--- config.mk ---
export PLATFORM = sky130hd
export DESIGN_NAME = ind_addr_unit
export DESIGN_NICKNAME = d
export VERILOG_FILES = /design/src/rtl/ind_addr_pkg.sv /design/src/rtl/iru_classify.sv /design/src/rtl/iru_pointer.sv /design/src/rtl/iru_outreg.sv /design/src/rtl/ind_addr_unit.sv
export SDC_FILE = /design/constraint.sdc
export NUM_CORES = 1
export LEC_CHECK = 0
export ABC_AREA = 1
export ABC_CLOCK_PERIOD_IN_PS = 3300
export BUFFER_PORTS_ARGS = -buffer_cell sky130_fd_sc_hd__buf_2
export CORE_ASPECT_RATIO = 1.1
export CORE_MARGIN = 2
export CORE_UTILIZATION = 39
export CTS_BUF_LIST = sky130_fd_sc_hd__clkbuf_4
export CTS_CLUSTER_SIZE = 24
export DETAILED_ROUTE_END_ITERATION = 10
export GPL_TIMING_DRIVEN = 0
export PLACE_DENSITY = 0.67
export SLEW_MARGIN = 10
export SYNTH_ARGS = -nofsm -noshare
export SYNTH_HDL_FRONTEND = slang
export SYNTH_SLANG_ARGS = --single-unit
--- constraint.sdc ---
create_clock -name clk -period 3.3 [get_ports clk]
set_input_delay 0.66 -clock clk [delete_from_list [all_inputs] [get_ports clk]]
set_output_delay 0.66 -clock clk [all_outputs]
set_load 0.01 [all_outputs]
--- src/rtl/ind_addr_pkg.sv ---
package ind_addr_pkg;

  typedef enum logic [1:0] {
    SRC_ARRAY = 2'd0,
    SRC_ZERO  = 2'd1,
    SRC_PTR   = 2'd2
  } rd_src_e;

  localparam logic [2:0] MODE_POST_INC = 3'd1;
  localparam logic [2:0] MODE_POST_DEC = 3'd2;
  localparam logic [2:0] MODE_PRE_INC  = 3'd3;
  localparam logic [2:0] MODE_PRE_DEC  = 3'd4;

  typedef struct packed {
    logic pre;
    logic post;
    logic down;
  } step_ctl_t;

  function automatic step_ctl_t decode_mode(input logic [2:0] m);
    step_ctl_t s;
    s.pre  = (m == MODE_PRE_INC)  || (m == MODE_PRE_DEC);
    s.post = (m == MODE_POST_INC) || (m == MODE_POST_DEC);
    s.down = (m == MODE_POST_DEC) || (m == MODE_PRE_DEC);
    return s;
  endfunction

endpackage

--- src/rtl/iru_classify.sv ---
module iru_classify #(
  parameter int unsigned OFF_W = 7,
  parameter logic [OFF_W-1:0] ALIAS_OFF = '0,
  parameter logic [OFF_W-1:0] PTR_OFF = 4
) (
  input  logic [OFF_W-1:0] off,
  output logic             is_alias,
  output logic             is_ptr
);
  assign is_alias = (off == ALIAS_OFF);
  assign is_ptr   = (off == PTR_OFF);
endmodule

--- src/rtl/iru_pointer.sv ---
module iru_pointer #(
  parameter int unsigned W = 8
) (
  input  logic         clk,
  input  logic         rst,
  input  logic         load,
  input  logic [W-1:0] load_val,
  input  logic         step_en,
  input  logic         step_down,
  output logic [W-1:0] ptr_q,
  output logic [W-1:0] ptr_step
);
  localparam logic [W-1:0] ONE = {{(W-1){1'b0}}, 1'b1};

  // modulo-2^W neighbour in the requested direction
  assign ptr_step = step_down ? (ptr_q - ONE) : (ptr_q + ONE);

  always_ff @(posedge clk) begin
    if (rst)          ptr_q <= '0;
    else if (load)    ptr_q <= load_val;
    else if (step_en) ptr_q <= ptr_step;
  end
endmodule

--- src/rtl/iru_outreg.sv ---
module iru_outreg #(
  parameter int unsigned ADDR_W = 8,
  parameter int unsigned DATA_W = 8
) (
  input  logic              clk,
  input  logic              rst,
  input  logic [ADDR_W-1:0] n_addr,
  input  logic              n_rd,
  input  logic              n_wr,
  input  logic [DATA_W-1:0] n_wdata,
  input  logic [1:0]        n_src,
  output logic [ADDR_W-1:0] q_addr,
  output logic              q_rd,
  output logic              q_wr,
  output logic [DATA_W-1:0] q_wdata,
  output logic [1:0]        q_src
);
  always_ff @(posedge clk) begin
    if (rst) begin
      q_addr  <= '0;
      q_rd    <= 1'b0;
      q_wr    <= 1'b0;
      q_wdata <= '0;
      q_src   <= 2'd0;
    end else begin
      q_addr  <= n_addr;
      q_rd    <= n_rd;
      q_wr    <= n_wr;
      q_wdata <= n_wdata;
      q_src   <= n_src;
    end
  end
endmodule

--- src/rtl/ind_addr_unit.sv ---
module ind_addr_unit
  import ind_addr_pkg::*;
#(
  parameter int unsigned ADDR_W = 8,
  parameter int unsigned OFF_W  = 7,
  parameter int unsigned DATA_W = 8,
  parameter logic [OFF_W-1:0] ALIAS_OFF = '0,
  parameter logic [OFF_W-1:0] PTR_OFF   = 4
) (
  input  logic                    clk,
  input  logic                    rst,
  input  logic                    acc_rd,
  input  logic                    acc_wr,
  input  logic [ADDR_W-OFF_W-1:0] acc_bank,
  input  logic [OFF_W-1:0]        acc_off,
  input  logic [2:0]              acc_mode,
  input  logic [DATA_W-1:0]       acc_wdata,
  output logic [ADDR_W-1:0]       rf_addr,
  output logic                    rf_rd,
  output logic                    rf_wr,
  output logic [DATA_W-1:0]       rf_wdata,
  output logic [1:0]              rd_src,
  output logic [ADDR_W-1:0]       ptr_value
);
  localparam int unsigned BANK_W = ADDR_W - OFF_W;

  logic              access, via_alias, d_alias, d_ptr;
  logic              p_alias, p_ptr, null_tgt;
  step_ctl_t         step;
  logic [ADDR_W-1:0] ptr_q, ptr_step, eff_ptr, direct_addr;
  logic [ADDR_W-1:0] n_addr;
  logic              n_rd, n_wr;
  rd_src_e           n_src;

  assign access      = acc_rd | acc_wr;
  assign step        = decode_mode(acc_mode);
  assign direct_addr = {acc_bank, acc_off};

  iru_classify #(.OFF_W(OFF_W), .ALIAS_OFF(ALIAS_OFF), .PTR_OFF(PTR_OFF)) u_cls_dir (
    .off      (acc_off),
    .is_alias (d_alias),
    .is_ptr   (d_ptr)
  );

  assign via_alias = access & d_alias;

  iru_pointer #(.W(ADDR_W)) u_ptr (
    .clk       (clk),
    .rst       (rst),
    .load      (acc_wr & d_ptr),
    .load_val  (acc_wdata[ADDR_W-1:0]),
    .step_en   (via_alias & (step.pre | step.post)),
    .step_down (step.down),
    .ptr_q     (ptr_q),
    .ptr_step  (ptr_step)
  );

  // pre-modify addresses through the stepped value, otherwise the held one
  assign eff_ptr = step.pre ? ptr_step : ptr_q;

  iru_classify #(.OFF_W(OFF_W), .ALIAS_OFF(ALIAS_OFF), .PTR_OFF(PTR_OFF)) u_cls_ind (
    .off      (eff_ptr[OFF_W-1:0]),
    .is_alias (p_alias),
    .is_ptr   (p_ptr)
  );

  assign null_tgt = p_alias | p_ptr;

  always_comb begin
    n_addr = direct_addr;
    n_rd   = acc_rd;
    n_wr   = acc_wr;
    n_src  = SRC_ARRAY;
    if (via_alias) begin
      n_addr = eff_ptr;
      n_rd   = acc_rd & ~null_tgt;
      n_wr   = acc_wr & ~null_tgt;
      if (acc_rd && null_tgt) n_src = SRC_ZERO;
    end else if (d_ptr) begin
      n_rd = 1'b0;
      n_wr = 1'b0;
      if (acc_rd) n_src = SRC_PTR;
    end
  end

  iru_outreg #(.ADDR_W(ADDR_W), .DATA_W(DATA_W)) u_out (
    .clk     (clk),
    .rst     (rst),
    .n_addr  (n_addr),
    .n_rd    (n_rd),
    .n_wr    (n_wr),
    .n_wdata (acc_wdata),
    .n_src   (n_src),
    .q_addr  (rf_addr),
    .q_rd    (rf_rd),
    .q_wr    (rf_wr),
    .q_wdata (rf_wdata),
    .q_src   (rd_src)
  );

  assign ptr_value = ptr_q;

  logic unused_bank_w;
  assign unused_bank_w = (BANK_W == 0);
endmodule

==> impl_metrics.yaml <==
clock_tree:
  cts_tree: "yes"
  cts_buffers: 3
  root_buffer: "clkbuf_4"
  post-cts-setup-buffers: 0
  cts-htree-levels: 1
  cts_num_sinks: 28
  path_clk_slew_ns: 0.15
  post_cts_resized: 0
  clockBufferDepth: 2
  clock_latency_ns: 0.34
  cts-hold-fix-buffers: 0
placed_design:
  gp_congestion: 0.829
  place_inst: 322
  place_hpwl_um: 3100
  place.port_buffers: 50
timing:
  setup_tns_ns: 0
  skew_ns: 0.0111
  rsz0062_at_grt: "false"
  worstMarginPinSlew_ns: 0.469
  hold_viol: 0
  slew_headroom_pct: 68.8
  post-route-period-util_pct: 74.0
  maxSlewViolCount: 0
  setup_viol: 0
  fmax_ghz: 0.410
  post-route-min-period_ns: 2.44
routing:
  ant_nets: 0
  wl_per_cell_um: 11.7
  drcViolationCount: 0
  vias_per_cell: 4.71
  drt-pass1-iter-count: 4
  vias: 1537
  wirelength_um: 3800
  drt_first_iter_violations: 81
grt:
  overflow: 0
  grt_pass1_wl_um: 6490
  grt_max_degree: 16
  grt_pass1_vias: 1470
  antenna_found_initial: 0
  track_usage_pct: 17.7
logic_synthesis:
  yosys_register_bits: 28
  synth.avg_cell_area_um2: 7.10
  synth_edf_count: 0
  netlist_area_um2: 1560
  synthTopCellsByArea: "dfxtp_1 (36%), nand2_1 (11%), nand3_1 (7.7%)"
  yosysWarnings: 0
  synth.most_common_cell: "nand2_1"
  yosysTopAreaCellShare_pct: 35.9
  synth_common_cells: "nand2_1 (45), dfxtp_1 (28), inv_1 (26), nor2_1 (26), nand3_1 (24)"
  synthArstFlopShare_pct: 0
  ys_types: 32
  ys.flop_type: "dfxtp_1"
  syn_nets: 251
  postSynthCellCount: 220
  seq_area_frac_synth_pct: 35.9
  synth_top_area_cell: "dfxtp_1"
cells_and_area:
  n_antenna_cell: 0
  drive_gt1_share_pct: 27.4
  fin_cells: 326
  flow.area_growth_from_synthesis_pct: 21.9
  seq_area_um2: 561
  fillers: 416
  multiInputGateArea_um2: 871
  utilization_pct: 48.8
  final_nets: 306
setup_path:
  cp.arrival_ns: 2.72
  r2r_slack_ns: 1.51
  crit_required_ns: 3.58
  path_class: "primary input to flop"
  rr_endpoint: "u_out.q_src[0]"
  start_kind: "primary input"
  rr_startpoint: "u_ptr.ptr_q[0]"
  end_kind: "flop"
  rr_worst_depth: 10
  crit_path_start: "acc_mode[1]"
  cp-endpoint: "u_out.q_src[0]"
  crit_fanout: 8
die:
  start_util_pct: 40.0
  core_area_um2: 3900
  die_y_um: 70.4
  die_w_um: 64.3
  ios: 51
  design.die.area_um2: 4530
  rows: 24
pwr:
  powerDensity_nw_per_um2: 327
  worst_ir_drop_vdd_uv: 265
  p_leak_nw: 1.02
run:
  cap_viol_max_count: 0
min_path:
  min_path_type: "primary input to flop"
run_status:
  status: "finished clean"
==> through the flow <==
step / instance area, um^2 / power (mW) / worst slack, ns / hold slack [ns]
floorplan: 1560 / 0.438 / 1.02 / 0.512
global placement: 1880 / 0.484 / 0.539 / 0.518
detailed placement: 1880 / 0.485 / 0.494 / 0.524
CTS: 1900 / 0.631 / 0.841 / 0.519
global route: 1900 / 0.657 / 0.595 / 0.511
finish: 1900 / 0.623 / 0.858 / 0.524
==> cell families after synthesis <==
group | after synthesis | synth area share (%)
xor gates and xnor gates | 2 | 1.12
AOI/OAI and AO/OA | 35 | 12.6
and+or+nand+nor | 113 | 35.2
DFF | 28 | 35.9
buffers and inverters | 34 | 8.33
adders and majority gates | 8 | 6.89
==> how the worst min path moves through the flow <==
stage                   start               end  slack (ns)  cells past startpoint
2_1_floorplan  u_ptr.ptr_q[2]    u_ptr.ptr_q[2]        0.51                      2
3_3_place_gp   u_ptr.ptr_q[2]    u_ptr.ptr_q[2]        0.52                      2
3_5_place_dp   u_ptr.ptr_q[2]    u_ptr.ptr_q[2]        0.52                      2
4_1_cts          acc_wdata[1]  u_out.q_wdata[1]        0.52                      3
5_1_grt          acc_wdata[3]  u_out.q_wdata[3]        0.51                      3
6_report         acc_wdata[3]  u_out.q_wdata[3]        0.52                      3
==> cells in the final DEF, fill, tap and decap left out, drive strengths merged <==
master  count
fa          1
a22oi       2
o21ai       9
clkinv      2
nor3        3
xor2        2
ha          7
nand2      51
and2b       1
a31oi       1
nand3      26
nor2       30
or2         1
clkbuf      5
buf        50
o21a        3
a21oi      20
inv        31
dfxtp      28
nand4       1
==> per-layer routing <==
metal / track usage, % / vias up / wire length [um]
met2: 29.9 / 29 / 1880
met3: 3.86 / 4 / 169
met1: 23.5 / 690 / 1720
met5: 0 / - / 0
li1: - / 814 / -
met4: 2.84 / 0 / 25
==> power breakdown <==
group          switching (mW)  internal (mW)  total [mW]
Combinational          0.0772         0.0469       0.124
Sequential            0.00279          0.350       0.353
Clock                   0.101         0.0445       0.146
Total                   0.181          0.442       0.623
==> flip-flops by register name, indices dropped and copies added (netlist names) <==
signal         cells
u_out.q_addr       8
u_out.q_rd         1
u_out.q_wr         1
u_out.q_wdata      8
u_out.q_src        2
u_ptr.ptr_q        8
==> worst max-delay path: stages <==
cell,delay (ns)
buf_2,0.13
o21ai_2,0.29
nand2_1,0.14
inv_1,0.25
ha_1,0.34
a21oi_1,0.27
nand3_1,0.13
nand3_1,0.12
nand2_1,0.07
nor2_2,0.15
nand2_1,0.08
nor2_1,0.08
==> final cells by class <==
class | instances | share of cell area [%]
buffer | 2 | 0.394
clock buffer | 3 | 1.18
clock inverter | 1 | 0.197
inverter | 32 | 6.44
multi-input combinational | 158 | 45.8
sequential | 28 | 29.5
tap | 52 | 3.42
timing repair buffer | 50 | 13.1
No activity file was read; power rests on OpenSTA's default activity.
